File: config.mk
export PLATFORM = sky130hd
export DESIGN_NAME = dual_interval_timer
export DESIGN_NICKNAME = d
export VERILOG_FILES = /design/src/rtl/ict_pkg.sv /design/src/rtl/ict_edge.sv /design/src/rtl/ict_unit.sv /design/src/rtl/dual_interval_timer.sv
export SDC_FILE = /design/constraint.sdc
export NUM_CORES = 1
export LEC_CHECK = 0
export ABC_AREA = 1
export BUFFER_PORTS_ARGS = -buffer_cell sky130_fd_sc_hd__buf_2
export CAP_MARGIN = 20
export CORE_ASPECT_RATIO = 1.75
export CORE_MARGIN = 3
export CORE_UTILIZATION = 50
export CTS_CLUSTER_DIAMETER = 120
export DETAILED_ROUTE_END_ITERATION = 16
export GPL_ROUTABILITY_DRIVEN = 0
export GPL_TIMING_DRIVEN = 0
export HOLD_SLACK_MARGIN = 0.08
export PLACE_DENSITY = 0.69
export SLEW_MARGIN = 20
export SYNTH_ARGS = -nofsm -noshare
export SYNTH_HDL_FRONTEND = slang
export SYNTH_SLANG_ARGS = --single-unit
File: constraint.sdc
create_clock -name clk -period 2.5 [get_ports clk]
set_input_delay 0.5 -clock clk [delete_from_list [all_inputs] [get_ports clk]]
set_output_delay 0.5 -clock clk [all_outputs]
set_load 0.02 [all_outputs]
File: src/rtl/ict_pkg.sv
package ict_pkg;
  localparam logic [1:0] ADDR_VAL_LO = 2'd0;
  localparam logic [1:0] ADDR_VAL_HI = 2'd1;
  localparam logic [1:0] ADDR_CTRL   = 2'd2;

  localparam int CTRL_BITS = 5;

  typedef struct packed {
    logic run_b;
    logic run_a;
    logic join_ab;
    logic up_b;
    logic up_a;
  } ctrl_t;
endpackage

File: src/rtl/ict_edge.sv
module ict_edge #(
  parameter int SYNC = 2
) (
  input  logic clk,
  input  logic rst_n,
  input  logic din,
  output logic rise,
  output logic fall
);
  logic [SYNC:0] stage;

  genvar g;
  generate
    for (g = 0; g <= SYNC; g++) begin : g_stage
      always_ff @(posedge clk) begin
        if (!rst_n) stage[g] <= 1'b0;
        else if (g == 0) stage[g] <= din;
        else stage[g] <= stage[(g == 0) ? 0 : g - 1];
      end
    end
  endgenerate

  assign rise = stage[SYNC-1] & ~stage[SYNC];
  assign fall = ~stage[SYNC-1] & stage[SYNC];
endmodule

File: src/rtl/ict_unit.sv
module ict_unit #(
  parameter int W = 8
) (
  input  logic         clk,
  input  logic         rst_n,
  input  logic         rise,
  input  logic         fall,
  input  logic         run,
  input  logic         up,
  input  logic         ld,
  input  logic [W-1:0] val,
  output logic         irq
);
  logic [W-1:0] cnt;
  logic [W-1:0] term;
  logic [W-1:0] start;
  logic         fired;
  logic         run_q;
  logic         at_term;

  assign term    = up ? val : '0;
  assign start   = up ? '0 : val;
  assign at_term = (cnt == term);

  always_ff @(posedge clk) begin
    if (!rst_n) begin
      cnt   <= '0;
      fired <= 1'b0;
      run_q <= 1'b0;
      irq   <= 1'b0;
    end else begin
      run_q <= run;
      irq   <= 1'b0;
      if (ld) begin
        cnt   <= start;
        fired <= 1'b0;
      end else if (run) begin
        if (!run_q && at_term) begin
          fired <= 1'b0;
        end else if (rise) begin
          if (at_term) begin
            if (fired) begin
              cnt   <= start;
              fired <= 1'b0;
            end
          end else begin
            cnt <= up ? cnt + 1'b1 : cnt - 1'b1;
          end
        end else if (fall && at_term && !fired) begin
          irq   <= 1'b1;
          fired <= 1'b1;
        end
      end
    end
  end


  idle_hold_chk: assert property (@(posedge clk) disable iff (!rst_n)
    (!run && !ld) |=> $stable(cnt));


  irq_single_chk: assert property (@(posedge clk) disable iff (!rst_n)
    irq |=> !irq);


  irq_after_fall_chk: assert property (@(posedge clk) disable iff (!rst_n)
    irq |-> $past(fall));


  restart_hold_chk: assert property (@(posedge clk) disable iff (!rst_n)
    (run && !run_q && at_term && !ld) |=> $stable(cnt));
endmodule

File: src/rtl/dual_interval_timer.sv
module dual_interval_timer #(
  parameter int W    = 8,
  parameter int SYNC = 2
) (
  input  logic         clk,
  input  logic         rst_n,
  input  logic         cnt_clk,
  input  logic         wr_en,
  input  logic [1:0]   wr_addr,
  input  logic [W-1:0] wr_data,
  output logic         irq_a,
  output logic         irq_b
);
  import ict_pkg::*;

  localparam int WJ = 2 * W;

  logic [W-1:0]  val_lo;
  logic [W-1:0]  val_hi;
  ctrl_t         ctrl;
  logic          ld_lo_q;
  logic          ld_hi_q;
  logic          rise;
  logic          fall;
  logic [WJ-1:0] val_a;
  logic          run_b_eff;

  always_ff @(posedge clk) begin
    if (!rst_n) begin
      val_lo  <= '0;
      val_hi  <= '0;
      ctrl    <= '0;
      ld_lo_q <= 1'b0;
      ld_hi_q <= 1'b0;
    end else begin
      ld_lo_q <= wr_en && ((wr_addr == ADDR_VAL_LO) ||
                           ((wr_addr == ADDR_VAL_HI) && ctrl.join_ab));
      ld_hi_q <= wr_en && (wr_addr == ADDR_VAL_HI) && !ctrl.join_ab;
      if (wr_en) begin
        case (wr_addr)
          ADDR_VAL_LO: val_lo <= wr_data;
          ADDR_VAL_HI: val_hi <= wr_data;
          ADDR_CTRL:   ctrl   <= ctrl_t'(wr_data[CTRL_BITS-1:0]);
          default: ;
        endcase
      end
    end
  end

  assign val_a     = ctrl.join_ab ? {val_hi, val_lo} : {{W{1'b0}}, val_lo};
  assign run_b_eff = ctrl.run_b & ~ctrl.join_ab;

  ict_edge #(.SYNC(SYNC)) edge_i (
    .clk(clk), .rst_n(rst_n), .din(cnt_clk), .rise(rise), .fall(fall)
  );

  ict_unit #(.W(WJ)) unit_a_i (
    .clk(clk), .rst_n(rst_n), .rise(rise), .fall(fall),
    .run(ctrl.run_a), .up(ctrl.up_a), .ld(ld_lo_q), .val(val_a), .irq(irq_a)
  );

  ict_unit #(.W(W)) unit_b_i (
    .clk(clk), .rst_n(rst_n), .rise(rise), .fall(fall),
    .run(run_b_eff), .up(ctrl.up_b), .ld(ld_hi_q), .val(val_hi), .irq(irq_b)
  );


  joined_quiet_chk: assert property (@(posedge clk) disable iff (!rst_n)
    (ctrl.join_ab && $past(ctrl.join_ab)) |-> !irq_b);
endmodule

# ---- Word-level counts from Yosys, hierarchy flattened
# Cells that the tools add are included.
dict set report totals {
  output_inout_bits 2
  reg_bits 56
  word_cells 106
  inputBits 14
}
dict set report op_classes {
  n_eq_ne 10
  reduce_logical 34
  add_sub_neg 4
  mux 29
  bitwise 9
}
# operator n
set ops {}
lappend ops {{$mux 16} 10}
lappend ops {{$mux 8} 9}
lappend ops {{$add 16x1->16 const B} 1}
lappend ops {{$eq 16x16->1} 1}
lappend ops {{$sub 16x1->16 const B} 1}
lappend ops {{$logic_and 1x1->1} 10}
lappend ops {{$mux 1} 10}
lappend ops {{$reduce_or 5->1} 2}
lappend ops {{$add 8x1->8 const B} 1}
lappend ops {{$eq 8x8->1} 1}
lappend ops {{$reduce_and 4->1} 2}
lappend ops {{$reduce_bool 2->1} 4}
lappend ops {{$sub 8x1->8 const B} 1}
lappend ops {{$ne 3x1->1 const B} 2}
lappend ops {{$ne 3x2->1 const B} 2}
lappend ops {{$not 1->1} 6}
lappend ops {{$reduce_and 2->1} 3}
lappend ops {{$reduce_and 3->1} 2}
lappend ops {{$reduce_bool 3->1} 2}
lappend ops {{$logic_not 1->1} 5}
lappend ops {{$ne 2x2->1 const B} 2}
lappend ops {{$reduce_or 2->1} 2}
lappend ops {{$and 1x1->1} 3}
lappend ops {{$eq 2x1->1 const B} 1}
lappend ops {{3 further kinds} 3}

# ---- Longest topological paths before layout
# Gate-level depths: netlist of run 1.
dict set report depth {
  depth_word 8
  ltp_mapped 16
  ltp_nobuf 14
}

# ---- Cells and area by module
# From an unflattened synthesis of run 1, not the netlist that was laid out.
dict set report unflattened {
  hier_cells 808
  area_unflattened_um2 4682.0
}
# module area_each_um2 cells_each seq_area_each_um2 instances
set by_module_without_submodules {}
lappend by_module_without_submodules {{ict_unit (unit_a_i)} 2294.7 420 380.4 1}
lappend by_module_without_submodules {{ict_unit (unit_b_i)} 1233.7 215 220.2 1}
lappend by_module_without_submodules {dual_interval_timer 1053.5 160 460.4 1}
lappend by_module_without_submodules {ict_edge 100.1 13 60.1 1}

# ---- Least setup slack after synthesis of run 1
# Ideal clock, no wire load.
dict set report synth_timing {
  path_kind {register to register}
  start {register ctrl[0] (netlist bit)}
  end {register unit_a_i.cnt[13]}
  path_buffers 2
  arrival_time_ns 2.482
  stages_incl_launch_ff 14
  setup_ns 0.114
  period_less_slack_ns 2.596
  path_slack_ns -0.096
  required_time_ns 2.386
  cell_sequence {dfxtp_1 -> buf_2 -> inv_1 -> buf_1 -> ha_1 -> nand2_1 -> inv_1 -> a21oi_1 -> nor2_1 -> nor3_1 -> nand2_1 -> xor2_1 -> a21oi_1 -> nor2_1}
}
dict set report synth_via {
  elab_chain_cells 7
  elab_cells_between_ends 14
  classes_between {eq/ne: 3; mux: 9; reduce/logical: 2}
}
# element line_no
set synth_rtl {}
lappend synth_rtl {{start, declared} dual_interval_timer.sv:20} ;# ctrl_t ctrl;
lappend synth_rtl {{start signal, assigned} dual_interval_timer.sv:43} ;# ADDR_CTRL: ctrl <= ctrl_t'(wr_data[CTRL_BITS-1:0]);
lappend synth_rtl {{$mux 16 (on tied branches)} {ict_unit.sv:21, ict_unit.sv:22}}
lappend synth_rtl {{$eq 16x16->1 or $mux 16 (tied branches)} {ict_unit.sv:23, ict_unit.sv:42}}
lappend synth_rtl {{$mux 16} ict_unit.sv:41} ;# if (at_term) begin
lappend synth_rtl {{$mux 16} ict_unit.sv:40} ;# end else if (rise) begin
lappend synth_rtl {{$mux 16} ict_unit.sv:38} ;# if (!run_q && at_term) begin
lappend synth_rtl {{$mux 16} ict_unit.sv:37} ;# end else if (run) begin
lappend synth_rtl {{$mux 16} ict_unit.sv:34} ;# if (ld) begin
lappend synth_rtl {{end signal, assigned} ict_unit.sv:35} ;# cnt <= start;
lappend synth_rtl {{end signal, assigned} ict_unit.sv:43} ;# cnt <= start;
lappend synth_rtl {{end signal, assigned} ict_unit.sv:47} ;# cnt <= up ? cnt + 1'b1 : cnt - 1'b1;
lappend synth_rtl {{end, declared} ict_unit.sv:14} ;# logic [W-1:0] cnt;
# Several ways; a longest one is shown, not always the timed one. The select of a mux whose other input is x is not followed.
# A chain may end at the register's enable or synchronous reset.

# ---- Worst setup path in the final report of run 1
dict set report layout_timing {
  start {register val_hi[3]}
  end {register unit_b_i.cnt[6]}
}
dict set report layout_via {
  elab_chain_cells 7
  elab_cells_between_ends 11
  classes_between {eq/ne: 3; mux: 6; reduce/logical: 2}
}
# element line_no
set layout_rtl {}
lappend layout_rtl {{start, declared} dual_interval_timer.sv:19} ;# logic [W-1:0] val_hi;
lappend layout_rtl {{start signal, assigned} dual_interval_timer.sv:42} ;# ADDR_VAL_HI: val_hi <= wr_data;
lappend layout_rtl {{$mux 8 (*)} ict_unit.sv:21} ;# assign term = up ? val : '0;
lappend layout_rtl {{$eq 8x8->1 (*)} ict_unit.sv:23} ;# assign at_term = (cnt == term);
lappend layout_rtl {{$mux 8} ict_unit.sv:41}
lappend layout_rtl {{$mux 8} ict_unit.sv:40}
lappend layout_rtl {{$mux 8} ict_unit.sv:38}
lappend layout_rtl {{$mux 8} ict_unit.sv:37}
lappend layout_rtl {{$mux 8} ict_unit.sv:34}
lappend layout_rtl {{end signal, assigned} ict_unit.sv:35}
lappend layout_rtl {{end signal, assigned} ict_unit.sv:43}
lappend layout_rtl {{end signal, assigned} ict_unit.sv:47}
lappend layout_rtl {{end, declared} ict_unit.sv:14}
# Every way passes the cells marked *; elsewhere a longest branch is shown, timed or not. The select of a mux whose other input is x is not followed.

==> results of run 1 <==
layout make-up:
type                            instances  area, µm²  share of cell area [%]
Multi-Input combinational cell        479       2470                    56.2
Buffer                                 23        168                    3.82
Timing Repair Buffer                   16       85.1                    1.94
Clock buffer                            5        125                    2.85
Sequential cell                        56       1120                    25.6
Inverter                               69        263                    5.99
Tap cell                               88        110                    2.51
Clock inverter                          3       46.3                    1.06
per-layer routing:
layer / up-vias / track usage (%) / wire, µm / part of all wire [%]
li1: 2071 / - / - / -
met1: 1814 / 25.4 / 3970 / 37
met2: 78 / 49.0 / 6050 / 56
met3: 39 / 3.07 / 266 / 2.5
met4: 0 / 16.6 / 555 / 5.1
met5: - / 0 / 0 / 0
synth_stat cells:
| library cell | count |
|---|---|
| nand2_1 | 149 |
| nor2_1 | 88 |
| inv_1 | 66 |
| dfxtp_1 | 56 |
| nand3_1 | 56 |
| o21ai_0 | 49 |
| a21oi_1 | 39 |
| ha_1 | 20 |
| xnor2_1 | 14 |
| xor2_1 | 14 |
| nand4_1 | 12 |
| nor3_1 | 10 |
| clkbuf_1 | 8 |
| buf_4 | 7 |
| nand3b_1 | 5 |
| o21ai_1 | 5 |
| buf_6 | 4 |
| buf_2 | 3 |
| nand2_2 | 3 |
| fa_1 | 2 |
| inv_2 | 2 |
| nor2_2 | 2 |
| o21a_1 | 2 |
| o21ai_2 | 2 |
| or2_2 | 2 |
| a211oi_1 | 1 |
| a21o_1 | 1 |
| and2_1 | 1 |
| and3_1 | 1 |
| buf_1 | 1 |
| clkinv_1 | 1 |
| nor3b_1 | 1 |
path summary, 6_finish.rpt:
path	startpoint	end	slack (ns)
worst max-delay path	val_hi[3]	unit_b_i.cnt[6]	0.14
worst min-delay path	cnt_clk	edge_i.stage[0]	0.39
worst max register to register	val_hi[3]	unit_b_i.cnt[6]	0.14
worst min register to register	edge_i.stage[0]	edge_i.stage[1]	0.42
stage by stage:
step                total power, µW  util, %
finish                         2640     57.6
global route                   2810     57.6
CTS                            2640     56.9
detailed placement             1820     54.5
global placement               1790     54.5
floorplan                      1620        -
state kept, by name, summed over array words and instances (netlist names), 3 cells and up:
name	count
unit_a_i.cnt	16
unit_b_i.cnt	8
val_hi	8
val_lo	8
ctrl	5
edge_i.stage	3
kinds of logic after synthesis:
kind of cell               after synthesis  share of synthesized area [%]
and+or+nand+nor                        330                           35.2
DFF                                     56                           28.2
xor gates and xnor gates                28                           6.18
AOI/OAI and AO/OA                       99                           12.9
buffers and inverters                   92                           10.2
adders and majority gates               22                           7.31
report_power, final:
| part | switching (µW) | leakage [µW] | total [µW] | internal [µW] |
|---|---|---|---|---|
| Combinational | 528 | 0.00148 | 840 | 312 |
| Sequential | 47.4 | 0.000457 | 980 | 933 |
| Clock | 344 | 0.0000804 | 821 | 477 |
critical path, cell delays in order (launching register included):
cell and delay (ns):
dfxtp_1 0.52, inv_1 0.09, o21ai_0 0.15, nand3_1 0.10, nor3_1 0.31, nand2_1 0.25
o21ai_2 0.39, nand2_2 0.21, inv_2 0.14, nor2_1 0.06, nor2_1 0.08
timing repair:
item / in CTS / in global routing
buffers inserted: 0 / 2
endpoints found under the setup margin: 12 / 9
hold buffers: 0 / 0
gates resized for setup: 3 / 10
==> impl_results.md, run 1 <==
* Share of cells above drive strength 1 at around 8.6%
* Synth area leader: dfxtp_1
* DP HPWL at 8650 µm
* Non-filler instance count after layout at 739
* Max clock buf depth at 2
* Synth Register Bits at 56
* Routed len/inst at ~15 µm
* Register area share after synthesis at 28.2%
* Worst VDD drop at 0.289 mV
* Number of I/O pins at 16
* CTS H-tree depth at 2
* Total number of vias at 4002
* Die height at around 120 µm
* Final ANT Viol Nets at 0
* Fin. max-slew vios at 0
* Peak Freq at 423 MHz
* Initial antenna violation count at 0
* Setup ws final at 0.136 ns
* Tightest Pin Transition at 0.642 ns
* Via density at 5.42
* Core ar. at around 7600 µm²
* Setup crit end kind: flop
* Mapped cell area at just under 4000 µm²
* GRT overflow at 0
* Initial core utilization at 52.1%
* Design Area, Final at ~4400 µm²
* Total Die Area at 9090 µm²
* Inserted Clock Buffers at 5
* Hold WC Path Type: input port to flop
* Final clock skew at 0.00857 ns
* Input/output buffers at 14
* DRT iter0 DRCs at 198
* PD cells at between 600 and 700 nW/µm²
* Clock transition at path regs at 0.08 ns
* DP Worst Slack at -0.286 ns
* WP data required at 2.74 ns
* Status: completed
* Die Wd at ~73 µm
* Commonest non-fill, non-tap cells in the layout: 148 x nand2_1, 88 x nor2_1, 65 x inv_1
* WS Path Type: flop to flop
* Setup TNS at 0 ns
* Total track usage at 25.8%
* Syn_nets at 663
* Tcrit/Tclk final at 94.5%
* Std cell rows at 42
* Area grow syn2layout at 10.4%
* Worst-skew pair later-pin latency at 0.30 ns
* Max Fanout on Critical Path at 8
* Headroom to the max-slew limit at 56.8%
* Crit path time final at 2.36 ns
* P_leak at 0.00202 µW
* Top cell type's share of synthesized area at 28.2%
* Filler cell count in the final layout at 769
* Synth warnings at 0
* Endpoints failing hold at 0
* Hold Crit Depth at 3
* Post-route DRC at 0
* Post-Syn Instances at 627
* CTS tree: yes
* WL final at approximately 11000 µm
* Largest net degree at the start of global routing at 25
* Inserted Diodes at 0
* Setup violators final at 0
* Vias in the first global route at between 4000 and 5000
* Leading cell type in the layout, fill and taps excluded: nand2_1
* Netlist cell types at 32
* WHS at 0.392 ns
* Syn_area_per_cell at about 6.3 µm²
* Worst R2R Path Depth at 10
* Detailed Routing Iterations Pass 1 at 5
* CP Launch Type: flop
* Area of placed instances at ~4200 µm²
* Max Cap Viol at 0
* Clock Sinks at 56
* Fin nets at 686
* Clock root cell: clkbuf_16
* Global-route wire length before repair at 18300 µm
* WP data arrival at approximately 2.6 ns
* Placed cells at 729
* Synth area leaders: dfxtp_1 28%, nand2_1 14%, nor2_1 8.3%
(Power assumes the default switching activity.)
==> run 2: changes to the inputs <==
--- a/config.mk
+++ b/config.mk
@@ -17,6 +17,7 @@
 export GPL_TIMING_DRIVEN = 0
 export HOLD_SLACK_MARGIN = 0.08
 export PLACE_DENSITY = 0.69
+export REMOVE_ABC_BUFFERS = 1
 export SLEW_MARGIN = 20
 export SYNTH_ARGS = -nofsm -noshare
 export SYNTH_HDL_FRONTEND = slang
==> impl_results.md, run 2 (synthesized netlist as in run 1, its figures left out) <==
* Status: completed
* Core ar. at 7620 µm² (unchanged)
* Largest Register: unit_a_i.cnt
* Inserted Clock Buffers at 5 (unchanged)
* Reg power frac at 39.5% (+2.4 points)
* Setup ws final at 0.207 ns (+0.0703 ns)
* Int Power at 1610 µW (-6.3%)
* Clk pwr share at 29.5% (-1.6 points)
* Commonest non-fill, non-tap cells in the layout: 145 x nand2_1, 88 x nor2_1, 64 x inv_1
* Area of placed instances at 4010 µm² (-3.4%)
* Inserted Diodes at 0 (unchanged)
* CP max stage cell: dfxtp_2
* Hold buffer count at CTS at 0 (unchanged)
* Top Family by Delay on Critical Path: simple AND/OR/NAND/NOR gates
* Post-route DRC at 0 (unchanged)
* Largest net degree at the start of global routing at 46 (+84%)
* Initial core utilization at 52.1% (unchanged)
* Peak Freq at 436 MHz (+3.1%)
* Fin nets at 668 (-2.6%)
* Setup slack, reg-to-reg at 0.21 ns (+0.07 ns)
* Setup crit end kind: flop
* Global-route wire length before repair at 17000 µm (-7.4%)
* CP Launch Type: flop
* DP HPWL at 7560 µm (-13%)
* Sw Pwr at 890 µW (-3.1%)
* Hold WC Path Type: input port to flop
* P_leak at 0.00195 µW (-3.5%)
* Max Fanout on Critical Path at 11 (+3)
* Placed cells at 707 (-3.0%)
* Die Wd at 73.4 µm (unchanged)
* WS Path Type: flop to flop
* GRT overflow at 0 (unchanged)
* Die height at 124 µm (unchanged)
* CTS H-tree depth at 2 (unchanged)
* Design Area, Final at 4260 µm² (-2.8%)
* Std cell rows at 42 (unchanged)
* CTS tree: yes
* Via density at 5.39 (-0.47%)
* Total track usage at 23.6% (-2.3 points)
* WL final at 10200 µm (-6.3%)
* Leading cell type in the layout, fill and taps excluded: nand2_1
* Initial antenna violation count at 0 (unchanged)
* Share of cells above drive strength 1 at 7.74% (-0.86 points)
* Tightest Pin Transition at 0.761 ns (+0.118 ns)
* Clock Sinks at 56 (unchanged)
* Worst-skew pair later-pin latency at 0.30 ns (about the same)
* Max reg flops at 16 (unchanged)
* Clock transition at path regs at 0.07 ns (about the same)
* WHS at 0.380 ns (-0.0119 ns)
* Critical-path cell list: clkinvlp_4 -> o21ai_0 -> nand3_1 -> nor3_1 -> nand2_2 -> o21ai_4 -> nand2_2 -> inv_2 -> nor2_1 -> nor2_1
* CP bufs+invs at 2 (unchanged)
* Vias in the first global route at 3781 (-6.4%)
* Detailed Routing Iterations Pass 1 at 5 (unchanged)
* Endpoints failing hold at 0 (unchanged)
* PD cells at 587 nW/µm² (-2.5%)
* WP data required at 2.74 ns (about the same)
* WP data arrival at 2.53 ns (-0.07 ns)
* Routed len/inst at 14.1 µm (-4.0%)
* Max clock buf depth at 2 (unchanged)
* Worst VDD drop at 0.332 mV (+15%)
* Max incr delay on CP at 0.48 ns (-0.04 ns)
* Total Die Area at 9090 µm² (unchanged)
* Total number of vias at 3886 (-2.9%)
* Crit path time final at 2.29 ns (-0.0703 ns)
* Headroom to the max-slew limit at 49.3% (-7.6 points)
* Number of I/O pins at 16 (unchanged)
* Final ANT Viol Nets at 0 (unchanged)
* Input/output buffers at 15 (+1)
* Area grow syn2layout at 7.34%
* Fin. max-slew vios at 0 (unchanged)
* Tcrit/Tclk final at 91.7% (-2.8 points)
* Setup violators final at 0 (unchanged)
* Clock root cell: clkbuf_16
* Max Cap Viol at 0 (unchanged)
* Combinational power share at 31.1% (-0.7 points)
* Final clock skew at 0.00442 ns (-0.00415 ns)
* Non-filler instance count after layout at 721 (-2.4%)
* DP Worst Slack at -1.01 ns (-0.726 ns)
* Sw frac at 35.6% (+0.77 points)
* Setup TNS at 0 ns (unchanged)
* DRT iter0 DRCs at 283 (+43%)
==> run 2: metal layers <==
metal / vias up / wire length, µm / share of wire (%) / track usage, %
li1: 2033 / - / - / -
met1: 1761 / 3930 / 39 / 24.6
met2: 64 / 5600 / 55 / 44.3
met3: 28 / 229 / 2.3 / 3.15
met4: 0 / 394 / 3.9 / 12.2
met5: - / 0 / 0 / 0
==> run 2: power groups by stage <==
stage,sequential (µW),combinational [µW],clock [µW]
2_1_floorplan,992,579,0
4_1_cts,991,758,749
5_1_grt,995,892,789
3_3_place_gp,1010,730,0
6_report,988,778,738
3_5_place_dp,1010,747,0
==> run 2: worst register-to-register path: stages, from the launching register on <==
cell and delay (ns):
dfxtp_2 0.48, clkinvlp_4 0.15, o21ai_0 0.17, nand3_1 0.09
nor3_1 0.32, nand2_2 0.21, o21ai_4 0.33, nand2_2 0.20
inv_2 0.13, nor2_1 0.06, nor2_1 0.09
==> run 2: final timing paths <==
check	startpoint	end	cells after the start
worst min-delay path	cnt_clk	edge_i.stage[0]	3
worst max-delay path	ctrl[1]	unit_b_i.cnt[4]	10
worst max register to register	ctrl[1]	unit_b_i.cnt[4]	10
worst min register to register	edge_i.stage[0]	edge_i.stage[1]	2
==> run 2: metrics by stage <==
step	util [%]	total power [µW]
2_1_floorplan	-	1570
3_3_place_gp	52.6	1740
3_5_place_dp	52.6	1760
4_1_cts	55.2	2500
5_1_grt	55.9	2680
6_report	55.9	2500
==> run 2: final cells by class <==
cell class,instances,area (µm²)
clock inverter,2,13.8
inverter,69,269
clock buffer,6,139
timing repair inverter,1,5.00
fill,754,3360
timing repair buffer,20,129
sequential,56,1130
tap,88,110
multi-input combinational,479,2470
==> run 2: repair_timing <==
item,in CTS,in global routing
gates resized for setup,8,7
setup endpoints to repair,24,24
pin swaps,0,1
buffers inserted,2,3
gates cloned,1,0
==> run 3: changes to the inputs <==
--- a/config.mk
+++ b/config.mk
@@ -5,7 +5,6 @@
 export SDC_FILE = /design/constraint.sdc
 export NUM_CORES = 1
 export LEC_CHECK = 0
-export ABC_AREA = 1
 export BUFFER_PORTS_ARGS = -buffer_cell sky130_fd_sc_hd__buf_2
 export CAP_MARGIN = 20
 export CORE_ASPECT_RATIO = 1.75
@@ -13,7 +12,7 @@
 export CORE_UTILIZATION = 50
 export CTS_CLUSTER_DIAMETER = 120
 export DETAILED_ROUTE_END_ITERATION = 16
-export GPL_ROUTABILITY_DRIVEN = 0
+export GPL_ROUTABILITY_DRIVEN = 1
 export GPL_TIMING_DRIVEN = 0
 export HOLD_SLACK_MARGIN = 0.08
 export PLACE_DENSITY = 0.69
==> impl_results.md, run 3 <==
* Synth Area in Compound Gates at 25.4% (+12 points)
* GPL Wtd Cong at 0.876
* Max Cap Viol at 0 (unchanged)
* Synth cell count leaders: 60 x nand2_1, 56 x dfxtp_1, 39 x nor2_1
* Peak Freq at 394 MHz (-9.7%)
* Synth area leaders: dfxtp_1 28%, ha_1 6.3%, nand2_1 5.6%
* Register area share after synthesis at 28.0% (-0.21 points)
* CTS tree: yes
* Status: complete, but fails checks
* Setup crit end kind: flop
* CP Launch Type: flop
* Number of flops mapped to enable cells by yosys at 0 (unchanged)
* Clock root cell: clkbuf_16
* Synth area leader: dfxtp_1
* Endpoints failing hold at 0 (unchanged)
* Global-route wire length before repair at 17900 µm (+5.8%)
* Synth warnings at 0 (unchanged)
* Final ANT Viol Nets at 0 (unchanged)
* Leading cell type in the layout, fill and taps excluded: nand2_1
* WL final at 11500 µm (+13%)
* Sw frac at 32.1% (-3.5 points)
* Tcrit/Tclk final at 102% (+9.8 points)
* Detailed Routing Iterations Pass 1 at 8 (+3)
* CTS H-tree depth at 2 (unchanged)
* Synth async-reset ratio at 0% (unchanged)
* P_leak at 0.00183 µW (-6.0%)
* Post-Synth Adder-Cell Area at 7.25% (-0.055 points)
* Top_reg_cell synth: dfxtp_1
* Vias in the first global route at 3734 (-1.2%)
* Max Fanout on Critical Path at 10 (-1)
* Largest family of logic cells by synthesized area: compound AO/OA/AOI/OAI gates
* Fin. max-slew vios at 0 (unchanged)
* RSZ-0062 raised after global routing: yes
* Int Power at 1760 µW (+9.1%)
* WP data arrival at 2.74 ns (+0.21 ns)
* Share of cells above drive strength 1 at 19.6% (+12 points)
* DP Worst Slack at -1.42 ns (-0.406 ns)
* Routed len/inst at 19.0 µm (+35%)
* Top cell type's share of synthesized area at 28.0% (-0.21 points)
* Design Area, Final at 4770 µm² (+12%)
* Std cell rows at 42 (unchanged)
* Setup violators final at 2 (+2)
* Mapped cell area at 4000 µm² (+0.76%)
* Total track usage at 24.5% (+0.91 points)
* Post-Syn Instances at 499 (-20%)
* Hold buffer count at CTS at 0 (unchanged)
* Largest Register: unit_a_i.cnt
* Clk pwr share at 31.4% (+1.9 points)
* Number of I/O pins at 16 (unchanged)
* Util after Layout at 62.2% (+6.2 points)
* Worst-skew pair later-pin latency at 0.30 ns (about the same)
* Setup TNS at -0.0440 ns (-0.0440 ns)
* Total Die Area at 9150 µm² (+0.71%)
* Clock transition at path regs at 0.07 ns (about the same)
* DRT iter0 DRCs at 489 (+73%)
* Via density at 6.56 (+22%)
* Input/output buffers at 15 (unchanged)
* Total number of vias at 3965 (+2.0%)
* Syn_area_per_cell at 8.02 µm² (+27%)
* Combinational power share at 30.6% (-0.5 points)
* Hold WC Path Type: input port to flop
* Most numerous cell in the Yosys netlist: nand2_1
* Final clock skew at 0.00462 ns (+0.000206 ns)
* GRT overflow at 0 (unchanged)
* Area of placed instances at 4030 µm² (+0.37%)
* Setup ws final at -0.0385 ns (-0.245 ns)
* DP HPWL at 7590 µm (+0.46%)
* Initial antenna violation count at 0 (unchanged)
* Post-route DRC at 0 (unchanged)
* WP data required at 2.70 ns (-0.04 ns)
* Post-synthesis mux area share at 3.50% (+3.5 points)
* Crit path time final at 2.54 ns (+0.245 ns)
* Commonest non-fill, non-tap cells in the layout: 60 x nand2_1, 49 x dfxtp_1, 39 x nor2_1
* Netlist cell types at 64 (+100%)
* Largest net degree at the start of global routing at 37 (-20%)
* Inserted Clock Buffers at 5 (unchanged)
* Post-synthesis simple-gate area fraction at 24.4% (-11 points)
* Synth Register Bits at 56 (unchanged)
* Sw Pwr at 832 µW (-6.5%)
* Die height at 124 µm (+0.36%)
* Clock Sinks at 56 (unchanged)
* XOR/XNOR Fraction of Synth Area at 6.35% (+0.17 points)
* Max clock buf depth at 2 (unchanged)
* PD cells at 544 nW/µm² (-7.4%)
* Area grow syn2layout at 19.2%
* Max reg flops at 16 (unchanged)
* WS Path Type: flop to flop
* Headroom to the max-slew limit at 27.5% (-22 points)
* Inserted Diodes at 0 (unchanged)
* Fin nets at 551 (-18%)
* Core ar. at 7670 µm² (+0.69%)
* Worst VDD drop at 0.286 mV (-14%)
* Violated checks: setup timing
* Die Wd at 73.6 µm (+0.35%)
* Initial core utilization at 52.2% (about the same)
* Reg power frac at 37.9% (-1.6 points)
* Tightest Pin Transition at 1.09 ns (+0.326 ns)
==> run 3: cell count changes in the layout (fill, tap and decap cells not counted), sizes merged, moves of 7 or more <==
| cell | delta |
|---|---|
| a22oi | +7 |
| a311oi | +7 |
| buf | +18 |
| inv | -59 |
| mux2i | +14 |
| nand2 | -90 |
| nand3 | -40 |
| nand3b | +8 |
| nand4 | -10 |
| nor2 | -51 |
| nor2b | +7 |
| nor3 | +14 |
| o21ai | -41 |
==> run 3: kinds of logic after synthesis <==
family                   count (synthesis)
adder cells (fa/ha/maj)                 22
XOR/XNOR                                29
AND/OR/NAND/NOR                        193
flip-flops                              56
AO/OA/AOI/OAI                          141
buffers and inverters                   44
multiplexers                            14
==> run 3: routing by layer <==
layer	track usage [%]	vias up	part of all wire [%]
li1	-	1884	-
met1	27.7	1897	37
met2	42.9	134	52
met3	2.67	50	4.8
met4	13.2	0	5.9
met5	0	-	0
==> run 3: worst max-delay path, cell delays in order (launching register included) <==
cell        delay, ns
dfxtp_4          0.38
clkinvlp_4       0.09
buf_12           0.15
buf_6            0.13
ha_4             0.23
and2_4           0.16
a221o_1          0.33
a31oi_1          0.19
o21a_1           0.20
o2111ai_2        0.13
mux2i_1          0.16
a311oi_1         0.29
==> run 3: worst paths after layout <==
kind	from	endpoint	slack, ns	cells past startpoint
hold reg to reg	edge_i.stage[0]	edge_i.stage[1]	0.43	1
setup / recovery	ctrl[0]	unit_a_i.cnt[15]	-0.04	11
hold / removal	cnt_clk	edge_i.stage[0]	0.42	2
setup reg to reg	ctrl[0]	unit_a_i.cnt[15]	-0.04	11
==> run 3: power groups by stage <==
| stage | combinational (µW) | sequential (µW) | clock (µW) |
|---|---|---|---|
| floorplan | 451 | 981 | 0 |
| global placement | 566 | 999 | 0 |
| detailed placement | 577 | 1000 | 0 |
| CTS | 663 | 980 | 818 |
| global route | 867 | 988 | 849 |
| finish | 794 | 983 | 815 |
==> run 3: repair_timing <==
action                                 in CTS  in global routing
pin swaps                                  10                 20
resized for setup                          36                 31
setup buffers                              10                 13
gates cloned                                2                  1
endpoints found under the hold margin       0                  0
setup endpoints to repair                  26                 25
==> run 3: through the flow <==
stage	cells	hold WS, ns	total power [µW]
2_1_floorplan	466	0.412	1430
3_3_place_gp	569	0.416	1560
3_5_place_dp	569	0.419	1580
4_1_cts	589	0.413	2460
5_1_grt	604	0.426	2700
6_report	604	0.415	2590
==> run 3: layout make-up <==
| cell class | instances | area [µm²] |
|---|---|---|
| well taps | 88 | 110 |
| clock inverters | 2 | 35.0 |
| flip-flops and latches | 56 | 1130 |
| repair buffers | 39 | 305 |
| clock buffers | 6 | 129 |
| fillers | 640 | 2900 |
| inverters | 11 | 48.8 |
| repair inverters | 1 | 7.51 |
| multi-input cells | 401 | 3000 |
